--- config.mk ---
export PLATFORM = sky130hd
export DESIGN_NAME = adc_serial_port
export DESIGN_NICKNAME = d
export VERILOG_FILES = /design/src/rtl/adc_sp_pkg.sv /design/src/rtl/sp_edge_det.sv /design/src/rtl/sp_frame_ctl.sv /design/src/rtl/sp_tx_path.sv /design/src/rtl/sp_rx_regs.sv /design/src/rtl/adc_serial_port.sv
export SDC_FILE = /design/constraint.sdc
export NUM_CORES = 1
export LEC_CHECK = 0
export BUFFER_PORTS_ARGS = -buffer_cell sky130_fd_sc_hd__buf_2
export CAP_MARGIN = 20
export CORE_UTILIZATION = 56
export DETAILED_ROUTE_END_ITERATION = 6
export HOLD_SLACK_MARGIN = 0.1
export PLACE_DENSITY = 0.91
export REMOVE_ABC_BUFFERS = 1
export SLEW_MARGIN = 20
export SYNTH_ARGS = -nofsm -noshare
export SYNTH_HDL_FRONTEND = slang
export SYNTH_SLANG_ARGS = --single-unit
--- constraint.sdc ---
create_clock -name clk -period 3.1 [get_ports clk]
set_input_delay 0.31 -clock clk [delete_from_list [all_inputs] [get_ports clk]]
set_output_delay 0.31 -clock clk [all_outputs]
set_load 0.05 [all_outputs]
--- src/rtl/adc_sp_pkg.sv ---
package adc_sp_pkg;
  typedef enum logic [1:0] {
    SEL_CTRL    = 2'b00,
    SEL_RANGE_A = 2'b01,
    SEL_RANGE_B = 2'b10,
    SEL_SEQ     = 2'b11
  } reg_sel_e;
endpackage

--- src/rtl/sp_edge_det.sv ---
module sp_edge_det (
  input  logic clk,
  input  logic rst_n,
  input  logic sclk,
  input  logic cs_n,
  output logic sclk_fall,
  output logic sclk_rise,
  output logic cs_fall
);
  logic sclk_q, cs_q;

  always_ff @(posedge clk or negedge rst_n) begin
    if (!rst_n) begin
      sclk_q <= 1'b1;
      cs_q   <= 1'b1;
    end else begin
      sclk_q <= sclk;
      cs_q   <= cs_n;
    end
  end

  assign sclk_fall = sclk_q & ~sclk;
  assign sclk_rise = ~sclk_q & sclk;
  assign cs_fall   = cs_q & ~cs_n;
endmodule

--- src/rtl/sp_frame_ctl.sv ---
module sp_frame_ctl #(
  parameter int FRAME      = 16,
  parameter int TRACK_EDGE = 14,
  parameter int CNT_W      = 5
) (
  input  logic             clk,
  input  logic             rst_n,
  input  logic             cs_n,
  input  logic             cs_fall,
  input  logic             sclk_fall,
  input  logic             sclk_rise,
  output logic             active,
  output logic             track,
  output logic             fall_stb,
  output logic             rise_stb,
  output logic [CNT_W-1:0] fall_num,
  output logic [CNT_W-1:0] rise_num
);
  localparam logic [CNT_W-1:0] LAST_FALL = CNT_W'(FRAME);
  localparam logic [CNT_W-1:0] TRK_RISE  = CNT_W'(TRACK_EDGE);

  logic [CNT_W-1:0] fcnt_q, fcnt_d, rcnt_q, rcnt_d;
  logic             active_d, track_d;

  assign fall_stb = active & ~cs_n & ~cs_fall & sclk_fall;
  assign rise_stb = active & ~cs_n & ~cs_fall & sclk_rise;
  assign fall_num = fcnt_q + CNT_W'(1);
  assign rise_num = rcnt_q + CNT_W'(1);

  always_comb begin
    active_d = active;
    track_d  = track;
    fcnt_d   = fcnt_q;
    rcnt_d   = rcnt_q;
    if (cs_fall) begin
      active_d = 1'b1;
      track_d  = 1'b0;
      fcnt_d   = '0;
      rcnt_d   = '0;
    end else if (cs_n) begin
      active_d = 1'b0;
      track_d  = 1'b1;
    end else begin
      if (fall_stb) begin
        fcnt_d = fall_num;
        if (fall_num == LAST_FALL) active_d = 1'b0;
      end
      if (rise_stb) begin
        rcnt_d = rise_num;
        if (rise_num == TRK_RISE) track_d = 1'b1;
      end
    end
  end

  always_ff @(posedge clk or negedge rst_n) begin
    if (!rst_n) begin
      active <= 1'b0;
      track  <= 1'b1;
      fcnt_q <= '0;
      rcnt_q <= '0;
    end else begin
      active <= active_d;
      track  <= track_d;
      fcnt_q <= fcnt_d;
      rcnt_q <= rcnt_d;
    end
  end
endmodule

--- src/rtl/sp_tx_path.sv ---
module sp_tx_path #(
  parameter int FRAME = 16
) (
  input  logic             clk,
  input  logic             rst_n,
  input  logic             load,
  input  logic             shift,
  input  logic [FRAME-1:0] frame_in,
  input  logic             active,
  input  logic             weak_mode,
  input  logic             next_msb,
  output logic             dout,
  output logic             dout_oe,
  output logic             dout_weak
);
  logic [FRAME-1:0] sr_q, sr_d;

  always_comb begin
    sr_d = sr_q;
    if (load)       sr_d = frame_in;
    else if (shift) sr_d = {sr_q[FRAME-2:0], 1'b0};
  end

  always_ff @(posedge clk or negedge rst_n) begin
    if (!rst_n) sr_q <= '0;
    else        sr_q <= sr_d;
  end

  assign dout_oe   = active;
  assign dout_weak = ~active & weak_mode;
  assign dout      = active ? sr_q[FRAME-1] : (weak_mode & next_msb);
endmodule

--- src/rtl/sp_rx_regs.sv ---
module sp_rx_regs
  import adc_sp_pkg::*;
#(
  parameter int CTRL_W = 12,
  parameter int AUX_W  = 8,
  parameter int CNT_W  = 5
) (
  input  logic              clk,
  input  logic              rst_n,
  input  logic              din,
  input  logic              fall_stb,
  input  logic              rise_stb,
  input  logic [CNT_W-1:0]  fall_num,
  input  logic [CNT_W-1:0]  rise_num,
  output logic [CTRL_W-1:0] ctrl_q,
  output logic [AUX_W-1:0]  seq_q,
  output logic [AUX_W-1:0]  range_a_q,
  output logic [AUX_W-1:0]  range_b_q
);
  localparam int CTRL_COMMIT = 3 + CTRL_W;
  localparam int AUX_COMMIT  = 3 + AUX_W;
  localparam int SR_W        = CTRL_COMMIT;

  logic [SR_W-1:0]       sr_q, sr_d;
  logic [AUX_COMMIT-1:0] aux_word;
  logic [1:0]            aux_sel;
  logic                  aux_go, ctrl_go;
  logic [CTRL_W-1:0]     ctrl_d;

  // word seen at the aux commit edge: earlier bits plus the bit arriving now
  assign aux_word = {sr_q[AUX_COMMIT-2:0], din};
  assign aux_sel  = aux_word[AUX_COMMIT-2 -: 2];
  assign aux_go   = fall_stb && (fall_num == CNT_W'(AUX_COMMIT))
                    && aux_word[AUX_COMMIT-1]
                    && (reg_sel_e'(aux_sel) != SEL_CTRL);
  assign ctrl_go  = rise_stb && (rise_num == CNT_W'(CTRL_COMMIT))
                    && sr_q[SR_W-1]
                    && (reg_sel_e'(sr_q[SR_W-2 -: 2]) == SEL_CTRL);

  always_comb begin
    sr_d   = fall_stb ? {sr_q[SR_W-2:0], din} : sr_q;
    ctrl_d = ctrl_go ? sr_q[CTRL_W-1:0] : ctrl_q;
  end

  always_ff @(posedge clk or negedge rst_n) begin
    if (!rst_n) begin
      sr_q   <= '0;
      ctrl_q <= '0;
    end else begin
      sr_q   <= sr_d;
      ctrl_q <= ctrl_d;
    end
  end

  for (genvar g = 1; g < 4; g++) begin : g_aux
    logic [AUX_W-1:0] q;
    logic             en;
    assign en = aux_go && (aux_sel == 2'(g));
    always_ff @(posedge clk or negedge rst_n) begin
      if (!rst_n)  q <= '0;
      else if (en) q <= aux_word[AUX_W-1:0];
    end
  end

  assign range_a_q = g_aux[1].q;
  assign range_b_q = g_aux[2].q;
  assign seq_q     = g_aux[3].q;
endmodule

--- src/rtl/adc_serial_port.sv ---
module adc_serial_port #(
  parameter int CHAN_W   = 3,
  parameter int MAG_W    = 12,
  parameter int CTRL_W   = 12,
  parameter int AUX_W    = 8,
  parameter int WEAK_BIT = 0
) (
  input  logic              clk,
  input  logic              rst_n,
  input  logic              cs_n,
  input  logic              sclk,
  input  logic              din,
  input  logic [CHAN_W-1:0] res_chan,
  input  logic              res_sign,
  input  logic [MAG_W-1:0]  res_mag,
  output logic              dout,
  output logic              dout_oe,
  output logic              dout_weak,
  output logic              track,
  output logic [CTRL_W-1:0] ctrl_q,
  output logic [AUX_W-1:0]  seq_q,
  output logic [AUX_W-1:0]  range_a_q,
  output logic [AUX_W-1:0]  range_b_q
);
  localparam int FRAME      = CHAN_W + 1 + MAG_W;
  localparam int CNT_W      = $clog2(FRAME + 1);
  localparam int TRACK_EDGE = FRAME - 2;

  // reset: asserted at once, released on clk through two flops
  logic rst_s1, rst_s2;
  always_ff @(posedge clk or negedge rst_n) begin
    if (!rst_n) begin
      rst_s1 <= 1'b0;
      rst_s2 <= 1'b0;
    end else begin
      rst_s1 <= 1'b1;
      rst_s2 <= rst_s1;
    end
  end

  logic             sclk_fall, sclk_rise, cs_fall;
  logic             active, fall_stb, rise_stb;
  logic [CNT_W-1:0] fall_num, rise_num;

  sp_edge_det u_edge (
    .clk(clk), .rst_n(rst_s2), .sclk(sclk), .cs_n(cs_n),
    .sclk_fall(sclk_fall), .sclk_rise(sclk_rise), .cs_fall(cs_fall)
  );

  sp_frame_ctl #(.FRAME(FRAME), .TRACK_EDGE(TRACK_EDGE), .CNT_W(CNT_W)) u_ctl (
    .clk(clk), .rst_n(rst_s2), .cs_n(cs_n), .cs_fall(cs_fall),
    .sclk_fall(sclk_fall), .sclk_rise(sclk_rise),
    .active(active), .track(track), .fall_stb(fall_stb), .rise_stb(rise_stb),
    .fall_num(fall_num), .rise_num(rise_num)
  );

  sp_tx_path #(.FRAME(FRAME)) u_tx (
    .clk(clk), .rst_n(rst_s2), .load(cs_fall), .shift(fall_stb),
    .frame_in({res_chan, res_sign, res_mag}), .active(active),
    .weak_mode(ctrl_q[WEAK_BIT]), .next_msb(res_chan[CHAN_W-1]),
    .dout(dout), .dout_oe(dout_oe), .dout_weak(dout_weak)
  );

  sp_rx_regs #(.CTRL_W(CTRL_W), .AUX_W(AUX_W), .CNT_W(CNT_W)) u_rx (
    .clk(clk), .rst_n(rst_s2), .din(din), .fall_stb(fall_stb),
    .rise_stb(rise_stb), .fall_num(fall_num), .rise_num(rise_num),
    .ctrl_q(ctrl_q), .seq_q(seq_q), .range_a_q(range_a_q), .range_b_q(range_b_q)
  );
endmodule

==> results.yml, run 1 <==
timing:
  fin_crit_ns: 2.51
  period_share_pct: 81.0
  setup_ws_ns: 0.589
  max_freq_ghz: 0.398
  final.setup.tns_ns: 0
  worstMarginPinSlew_ns: 0.692
  skew_ns: 0.00893
  relSlewSlack_pct: 53.9
  setup_viol: 0
  rsz0062_at_grt: "false"
  finalMaxSlewViolations: 0
  hold_viol: 0
clock_network:
  clockRootBuffer: "clkbuf_8"
  cts-buffers-inserted: 9
  clock_latency_ns: 0.35
  path_clk_slew_ns: 0.09
  htreeDepth: 3
  clock_sinks: 83
  clk_path_buf_depth: 2
  cts_tree: "built"
critical_path:
  crit_arrival_ns: 2.75
  slowest_stage: "a2111oi_4"
  required_ns: 3.34
  worstPathMaxFanout: 8
  cp_cell_sequence: "ha_1 -> xnor2_1 -> nand4_1 -> a2111oi_4 -> mux2_2"
  r2r-start: "u_ctl.fcnt_q[0]$_DFFE_PN0P_"
  critPathLaunchType: "flop"
  crit_type: "flop to flop"
  crit_path_end_kind: "flop"
  cp-startpoint: "u_ctl.fcnt_q[0]$_DFFE_PN0P_"
  critPathMaxStageDelay_ns: 0.76
logic_synthesis:
  yosysMostFrequentCell: "dfrtp_1"
  yosys_warnings: 0
  ys_seq_area_share_pct: 57.6
  syn_avg_cell_area_um2: 12.8
  ys_ff_latch: 83
  synth_area_um2: 3610
  synth_edf_count: 0
  synth_top_area_cell: "dfrtp_1"
  synth-main-ff-cell: "dfrtp_1"
  synth_top_area_share_pct: 55.5
  netlist_instances: 281
  synth_top_cells_by_count: "80 x dfrtp_1, 47 x mux2_2, 23 x nand2_1"
  ys_async_sr_fraction_pct: 100
  yosys.cell_types.count: 38
  netlist_top_cells_area: "dfrtp_1 55%, mux2_2 15%, mux2i_1 4.2%"
flow_run:
  drv_cap: 0
placement:
  hpwlAfterDp_um: 4450
  gp_congestion: 0.835
  port_buffers: 60
  pre_cts_slack_ns: 0.579
  dpl_cell_area_um2: 3980
die:
  boundaryPins: 61
  die_y_um: 82.3
  fp.coreArea_um2: 6060
  row_count: 28
  start_util_pct: 59.6
  floorplan.die_area_um2: 6770
  fp.dieW_um: 82.3
detailed_routing:
  antenna_left: 0
  drc: 0
  drtIter0Drc: 111
  wire_per_inst_um: 15.7
  viasPerCell: 5.43
  drt-pass1-iter-count: 4
  vias: 2319
  finalWirelength_um: 6700
cells_and_area:
  final_util_pct: 70.1
  nets: 373
  finalInstanceArea_um2: 4250
  antenna_cells: 0
  syn_to_final_growth_pct: 17.7
  drive_above_1_share_pct: 39.8
global_routing:
  antenna_found_initial: 0
  grt-ovfl-total: 0
  gr-usage-all-layers_pct: 21.2
  grt_pass1_wl_um: 10500
  grt_max_degree: 82
  grt_pass1_vias: 2207
power:
  p_per_area_nw_per_um2: 491
  peakVddDrop_mv: 0.428
  p_total_w: 0.00208
  p_leak_nw: 2.20
hold_path:
  hold_class: "input port to flop"
  hold_path_startpoint: "res_mag[7]"
status:
  outcome: "complete, no violations"
## what timing repair did
item                                   in CTS  in global routing
endpoints found under the hold margin       4                  0
resized for setup                           0                  0
buffers inserted                            0                  0
hold buffers                                3                  0
## kinds of logic after synthesis
logic type	count (synthesis)	share of synthesized area (%)
xor gates and xnor gates	9	2.18
AOI/OAI and AO/OA	34	7.38
DFF	83	57.6
muxes	64	19.4
buffers and inverters	21	2.67
other	1	0.104
adders and majority gates	5	1.73
and+or+nand+nor	64	8.84
## state kept, by name (all words and copies together), names as in the netlist
signal,flops
u_ctl.track,1
u_rx.seq_q,8
rst_s1,1
u_ctl.rcnt_q,5
u_ctl.active,1
u_ctl.fcnt_q,5
u_rx.sr_q,15
u_edge.sclk_q,1
u_rx.range_a_q,8
u_rx.range_b_q,8
u_rx.ctrl_q,12
u_tx.sr_q,16
rst_s2,1
u_edge.cs_q,1
## final cells by class
type	count	area, um^2
repair buffers	69	395
clock inverters	6	71.3
inverters	7	26.3
flip-flops and latches	83	2080
fillers	435	1810
clock buffers	10	138
multi-input cells	177	1440
well taps	75	93.8
## placed cells by master (no fill, tap or decap), types with 3 or more instances in the layout
master / netlist / final
dfrtp_1: 80 / 79
buf_2: 5 / 60
mux2_2: 47 / 47
nand2_1: 23 / 23
o21ai_0: 18 / 18
mux2i_1: 15 / 15
nor2_1: 10 / 10
clkbuf_8: 0 / 10
nand3_1: 8 / 8
inv_1: 7 / 7
xor2_1: 6 / 6
ha_1: 5 / 5
buf_4: 1 / 5
a21oi_1: 4 / 4
and2_1: 4 / 4
nand4_1: 4 / 4
nor2b_1: 4 / 3
and3_1: 3 / 3
xnor2_1: 3 / 3
a2111oi_4: 3 / 3
inv_6: 0 / 3
dlygate4sd3_1: 0 / 3
dfstp_2: 3 / 3
## critical path: cells and delay by family (launching register included)
kind            cells  cell delay [ns]
compound gates      1             0.76
xor+xnor            1             0.17
fa+ha+maj           1             0.30
simple gates        1             0.31
flops               1             0.45
mux                 1             0.41
## power breakdown
group          internal, W  switching, W  leakage, nW
registers          0.00113     0.0000377         1.11
clock network     0.000402      0.000398       0.0999
logic            0.0000520     0.0000675        0.989
## layer usage
metal  share of wire [%]  vias up  global-route usage, %  routed length, um
met5                   0        -                      0                  0
met4                 1.3        0                   8.07                 90
met3                 4.5        9                   5.93                304
met2                  49       57                   33.6               3260
met1                  45     1142                   27.8               3050
li1                    -     1111                      -                  -
## stage by stage
step                      hold slack [ns]  std cells
after floorplan                    0.0144        267
after global placement             0.0957        407
after detailed placement           0.0958        407
after CTS                           0.144        426
after global routing                0.152        427
final                               0.161        427
## path summary, 6_finish.rpt
path / slack (ns) / depth (start not counted) / end
worst max-delay path: 0.59 / 5 / u_rx.range_a_q[2]$_DFFE_PN0P_
worst min-delay path: 0.16 / 3 / u_tx.sr_q[7]$_DFFE_PN0P_
worst max register to register: 0.59 / 5 / u_rx.range_a_q[2]$_DFFE_PN0P_
worst min register to register: 0.23 / 0 / u_rx.ctrl_q[6]$_DFFE_PN0P_
max in group asynchronous: 2.24 / 1 / u_edge.cs_q$_DFF_PN1_
min in group asynchronous: 0.23 / 0 / u_rx.ctrl_q[6]$_DFFE_PN0P_
(Power assumes the default switching activity.)
==> run 2, diff against run 1 <==
--- a/config.mk
+++ b/config.mk
@@ -7,10 +7,10 @@
 export LEC_CHECK = 0
 export BUFFER_PORTS_ARGS = -buffer_cell sky130_fd_sc_hd__buf_2
 export CAP_MARGIN = 20
-export CORE_UTILIZATION = 56
+export CORE_UTILIZATION = 50
 export DETAILED_ROUTE_END_ITERATION = 6
 export HOLD_SLACK_MARGIN = 0.1
-export PLACE_DENSITY = 0.91
+export PLACE_DENSITY = 0.86
 export REMOVE_ABC_BUFFERS = 1
 export SLEW_MARGIN = 20
 export SYNTH_ARGS = -nofsm -noshare
==> constraint.sdc (replaced) <==
create_clock -name clk -period 2.1 [get_ports clk]
set_input_delay 0.21 -clock clk [delete_from_list [all_inputs] [get_ports clk]]
set_output_delay 0.21 -clock clk [all_outputs]
set_load 0.05 [all_outputs]
==> results.yml, run 2 (synthesis gave the netlist of run 1 again) <==
die:
  fp.dieW_um: 87.0
  row_count: 30
  die_y_um: 87.0
  floorplan.die_area_um2: 7560
  boundaryPins: 61
  fp.coreArea_um2: 6870
  start_util_pct: 52.6
detailed_routing:
  vias: 2675
  wl_met3_um: 354
  wl_met2_um: 5060
  viasPerCell: 5.48
  antenna_left: 0
  finalWirelength_um: 9530
  drc: 0
  wire_per_inst_um: 19.5
  highest-signal-layer: "met4"
  drt-pass1-iter-count: 5
  drt-met1-wl_um: 3860
  drtIter0Drc: 164
timing:
  max_freq_ghz: 0.459
  finalMaxSlewViolations: 0
  final.setup.tns_ns: -0.903
  setup_ws_ns: -0.0792
  rsz0062_at_grt: "true"
  setup_viol: 24
  fin_crit_ns: 2.18
  hold_viol: 0
  whs_ns: 0.130
  skew_ns: 0.0144
  period_share_pct: 104
status:
  violations: "negative setup slack"
  outcome: "complete, but fails checks"
placement:
  hpwlAfterDp_um: 5200
  dpl_cell_area_um2: 4140
  port_buffers: 60
  gp_congestion: 0.728
  pre_cts_slack_ns: -0.119
critical_path:
  r2r-start: "u_ctl.fcnt_q[0]$_DFFE_PN0P_"
  cp-startpoint: "u_ctl.fcnt_q[0]$_DFFE_PN0P_"
  crit_arrival_ns: 2.42
  crit_path_end_kind: "flop"
  timing.rr.end: "u_rx.range_a_q[2]$_DFFE_PN0P_"
  ff2ff_path_depth: 7
  worstPathMaxFanout: 8
  r2r_slack_ns: -0.08
  required_ns: 2.35
  critPathLaunchType: "flop"
  crit_type: "flop to flop"
cells_and_area:
  drive_above_1_share_pct: 46.9
  final_common_cell: "dfrtp_1"
  final_cell_mix: "74 x dfrtp_1, 59 x buf_2, 30 x mux2_2, 22 x nand2_1"
  largestRegisters: "u_tx.sr_q (16), u_rx.sr_q (15), u_rx.ctrl_q (12)"
  regMostFlops: "u_tx.sr_q"
  syn_to_final_growth_pct: 33.9
  finalInstanceArea_um2: 4830
  antenna_cells: 0
  largest_reg_flops: 16
  nets: 413
global_routing:
  grt_pass1_wl_um: 13200
  gr-usage-all-layers_pct: 23.6
  antenna_found_initial: 0
  grt_pass1_vias: 2696
  grt_max_degree: 42
  grt-ovfl-total: 0
hold_path:
  hold_path_startpoint: "din"
  hold_end: "u_rx.seq_q[0]$_DFFE_PN0P_"
  hold_class: "input port to flop"
  hold_depth: 2
power:
  peakVddDrop_mv: 0.496
  p_per_area_nw_per_um2: 641
  p_leak_nw: 2.42
clock_network:
  clockRootBuffer: "clkbuf_8"
  cts-buffers-inserted: 9
  cts_tree: "built"
  path_clk_slew_ns: 0.10
  clk_path_buf_depth: 2
  htreeDepth: 3
  clock_sinks: 83
  clock_latency_ns: 0.36
flow_run:
  drv_cap: 0
## run 2: cell count changes in the layout (fill, tap and decap cells not counted), sizes merged
| cell | before | now |
|---|---|---|
| inv | 10 | 12 |
| bufinv | 1 | 0 |
| buf | 66 | 89 |
| dlygate4sd3 | 3 | 19 |
## run 2: layout make-up
class                   instances  area, um^2
flip-flops and latches         83        2090
fillers                       428        2040
multi-input cells             177        1600
repair buffers                109         803
clock buffers                   9         124
well taps                      96         120
clock inverters                 7        66.3
inverters                       7        28.8
## run 2: worst max-delay path by stage
| stage | to | cells past startpoint |
|---|---|---|
| finish | u_rx.range_a_q[2]$_DFFE_PN0P_ | 7 |
| global route | u_rx.range_a_q[2]$_DFFE_PN0P_ | 7 |
| CTS | u_rx.range_a_q[6]$_DFFE_PN0P_ | 7 |
| detailed placement | u_rx.range_a_q[6]$_DFFE_PN0P_ | 9 |
| global placement | u_rx.range_a_q[0]$_DFFE_PN0P_ | 6 |
| floorplan | u_rx.ctrl_q[0]$_DFFE_PN0P_ | 4 |
## run 2: worst max-delay path, stage by stage, from the launching register on
cell and delay [ns]:
dfrtp_1 0.44, ha_4 0.20, a21oi_2 0.19, o211ai_1 0.15, buf_4 0.20, a2111oi_4 0.31, buf_6 0.21, mux2_2 0.36
## run 2: repair_timing
| action | in CTS | in global routing |
|---|---|---|
| hold endpoints to repair | 20 | 0 |
| endpoints found under the setup margin | 24 | 36 |
| resized for setup | 10 | 43 |
| pin swaps | 5 | 6 |
| hold buffers | 19 | 0 |
| cloned | 0 | 1 |
| buffers inserted | 1 | 11 |
## run 2: layer usage
metal  vias to the layer above  track usage (%)
met4                         0             10.0
met3                        16             6.16
li1                       1201                -
met2                        84             39.1
met5                         -                0
met1                      1374             29.3
## run 2: through the flow
step                power (W)  utilization [%]  instances
floorplan             0.00185                -        267
global placement      0.00192             60.2        440
detailed placement    0.00194             60.2        440
CTS                   0.00307             66.3        476
global route          0.00321             70.4        488
finish                0.00310             70.4        488
## run 2: power by group
group | leakage (nW) | total [W] | switching, W | internal, W
combinational | 1.22 | 0.000244 | 0.000128 | 0.000116
clock | 0.0922 | 0.00113 | 0.000671 | 0.000463
sequential | 1.11 | 0.00172 | 0.0000582 | 0.00166
total | 2.42 | 0.00310 | 0.000858 | 0.00224
==> run 3, diff against run 2 <==
--- a/config.mk
+++ b/config.mk
@@ -8,10 +8,10 @@
 export BUFFER_PORTS_ARGS = -buffer_cell sky130_fd_sc_hd__buf_2
 export CAP_MARGIN = 20
 export CORE_UTILIZATION = 50
+export CTS_BUF_LIST = sky130_fd_sc_hd__clkbuf_4 sky130_fd_sc_hd__clkbuf_8 sky130_fd_sc_hd__clkbuf_16
 export DETAILED_ROUTE_END_ITERATION = 6
 export HOLD_SLACK_MARGIN = 0.1
 export PLACE_DENSITY = 0.86
-export REMOVE_ABC_BUFFERS = 1
 export SLEW_MARGIN = 20
 export SYNTH_ARGS = -nofsm -noshare
 export SYNTH_HDL_FRONTEND = slang
==> constraint.sdc (replaced) <==
create_clock -name clk -period 2.1 [get_ports clk]
set_input_delay 0.21 -clock clk [delete_from_list [all_inputs] [get_ports clk]]
set_output_delay 0.21 -clock clk [all_outputs]
set_load 0.01 [all_outputs]
==> results.yml, run 3 (synthesis gave the netlist of run 1 again) <==
cells_and_area:
  regMostFlops: "u_tx.sr_q"
  layoutNonFillerInstCount: 478
  largest_reg_flops: 16
  final_common_cell: "dfrtp_1"
  largestRegisters: "u_tx.sr_q (16), u_rx.sr_q (15), u_rx.ctrl_q (12)"
  antenna_cells: 0
  nets: 403
  drive_above_1_share_pct: 42.1
  final_cell_mix: "77 x dfrtp_1, 60 x buf_2, 32 x mux2_2, 23 x nand2_1, 19 x dlygate4sd3_1"
  nFillCells: 468
  syn_to_final_growth_pct: 29.0
  finalInstanceArea_um2: 4660
placement:
  gp_congestion: 0.814
  hpwlAfterDp_um: 4820
  dpl_cell_area_um2: 4160
  dp.cells: 440
  port_buffers: 60
die:
  boundaryPins: 61
  fp.coreArea_um2: 6870
  start_util_pct: 52.6
  die_y_um: 87.0
  row_count: 30
  floorplan.die_area_um2: 7560
  fp.dieW_um: 87.0
global_routing:
  grt_pass1_wl_um: 11700
  gr-usage-all-layers_pct: 20.4
  grt-ovfl-total: 0
  grt_pass1_vias: 2415
  antenna_found_initial: 0
  grt_max_degree: 45
power:
  p_per_area_nw_per_um2: 664
  p_leak_nw: 2.36
  p_total_w: 0.00309
  peakVddDrop_mv: 0.481
timing:
  max_freq_ghz: 0.459
  relSlewSlack_pct: 60.9
  rsz0062_at_grt: "true"
  fin_crit_ns: 2.18
  whs_ns: 0.149
  finalMaxSlewViolations: 0
  setup_ws_ns: -0.0780
  skew_ns: 0.00808
  hold_viol: 0
  final.setup.tns_ns: -0.692
  setup_viol: 20
  worstMarginPinSlew_ns: 0.586
  period_share_pct: 104
clock_network:
  clk_path_buf_depth: 2
  cts_tree: "built"
  cts-buffers-inserted: 9
  clock_latency_ns: 0.35
  clock_sinks: 83
  path_clk_slew_ns: 0.09
  clockRootBuffer: "clkbuf_8"
  htreeDepth: 3
detailed_routing:
  drc: 0
  drtIter0Drc: 104
  viasPerCell: 5.18
  finalWirelength_um: 7880
  drt-pass1-iter-count: 4
  antenna_left: 0
  vias: 2477
  wire_per_inst_um: 16.5
critical_path:
  critPathLaunchType: "input port"
  crit_arrival_ns: 2.41
  crit_path_end_kind: "flop"
  required_ns: 2.33
  worstPathMaxFanout: 8
  crit_type: "input port to flop"
hold_path:
  hold_class: "input port to flop"
status:
  outcome: "complete, but fails checks"
  violations: "negative setup slack"
flow_run:
  drv_cap: 0
logic_synthesis:
  synth_nets: 307
## run 3: power by group
part	leakage (nW)	internal [W]	switching, W
clock network	0.0995	0.000592	0.000581
registers	1.11	0.00166	0.0000654
logic	1.15	0.000104	0.0000874
## run 3: final timing paths
kind,start,to,slack (ns),cells after the start
max,cs_n,u_rx.seq_q[5]$_DFFE_PN0P_,-0.08,8
min,din,u_rx.range_a_q[0]$_DFFE_PN0P_,0.15,2
max reg2reg,u_ctl.fcnt_q[1]$_DFFE_PN0P_,u_rx.seq_q[5]$_DFFE_PN0P_,-0.07,7
min reg2reg,rst_s2$_DFF_PN0_,u_rx.seq_q[4]$_DFFE_PN0P_,0.33,0
max in group asynchronous,rst_s2$_DFF_PN0_,u_edge.cs_q$_DFF_PN1_,1.07,1
min in group asynchronous,rst_n,rst_s2$_DFF_PN0_,0.17,2
## run 3: routing by layer
layer,up-vias,GRT usage (%),wire (um)
met5,-,0,0
met4,0,10.0,214
met3,17,3.13,271
met2,66,33.2,3960
met1,1220,26.9,3440
li1,1174,-,-
## run 3: area by class of cell
cell class,count,area (um^2),area share (%)
Clock buffer,10,138,2.96
Clock inverter,6,71.3,1.53
Multi-Input combinational cell,177,1530,32.8
Inverter,7,26.3,0.564
Tap cell,96,120,2.58
Sequential cell,83,2090,44.8
Timing Repair Buffer,99,689,14.8
## run 3: critical path, cell delays in order
cell	delay, ns
dlygate4sd3_1	0.53
buf_2	0.16
nor3b_2	0.29
nand4_1	0.18
buf_4	0.21
a2111oi_4	0.28
buf_6	0.23
mux2_4	0.32
## run 3: what timing repair did
action	CTS	global route
hold endpoints to repair	20	0
hold buffers	19	0
buffers inserted	2	1
gates resized for setup	2	18
pin swaps	1	6
setup endpoints to repair	24	29
## run 3: metrics by stage
step / utilization [%] / setup WS, ns
2_1_floorplan: - / -0.0310
3_3_place_gp: 60.6 / -0.00542
3_5_place_dp: 60.6 / -0.107
4_1_cts: 66.7 / 0.0144
5_1_grt: 67.8 / -0.183
6_report: 67.8 / -0.0780
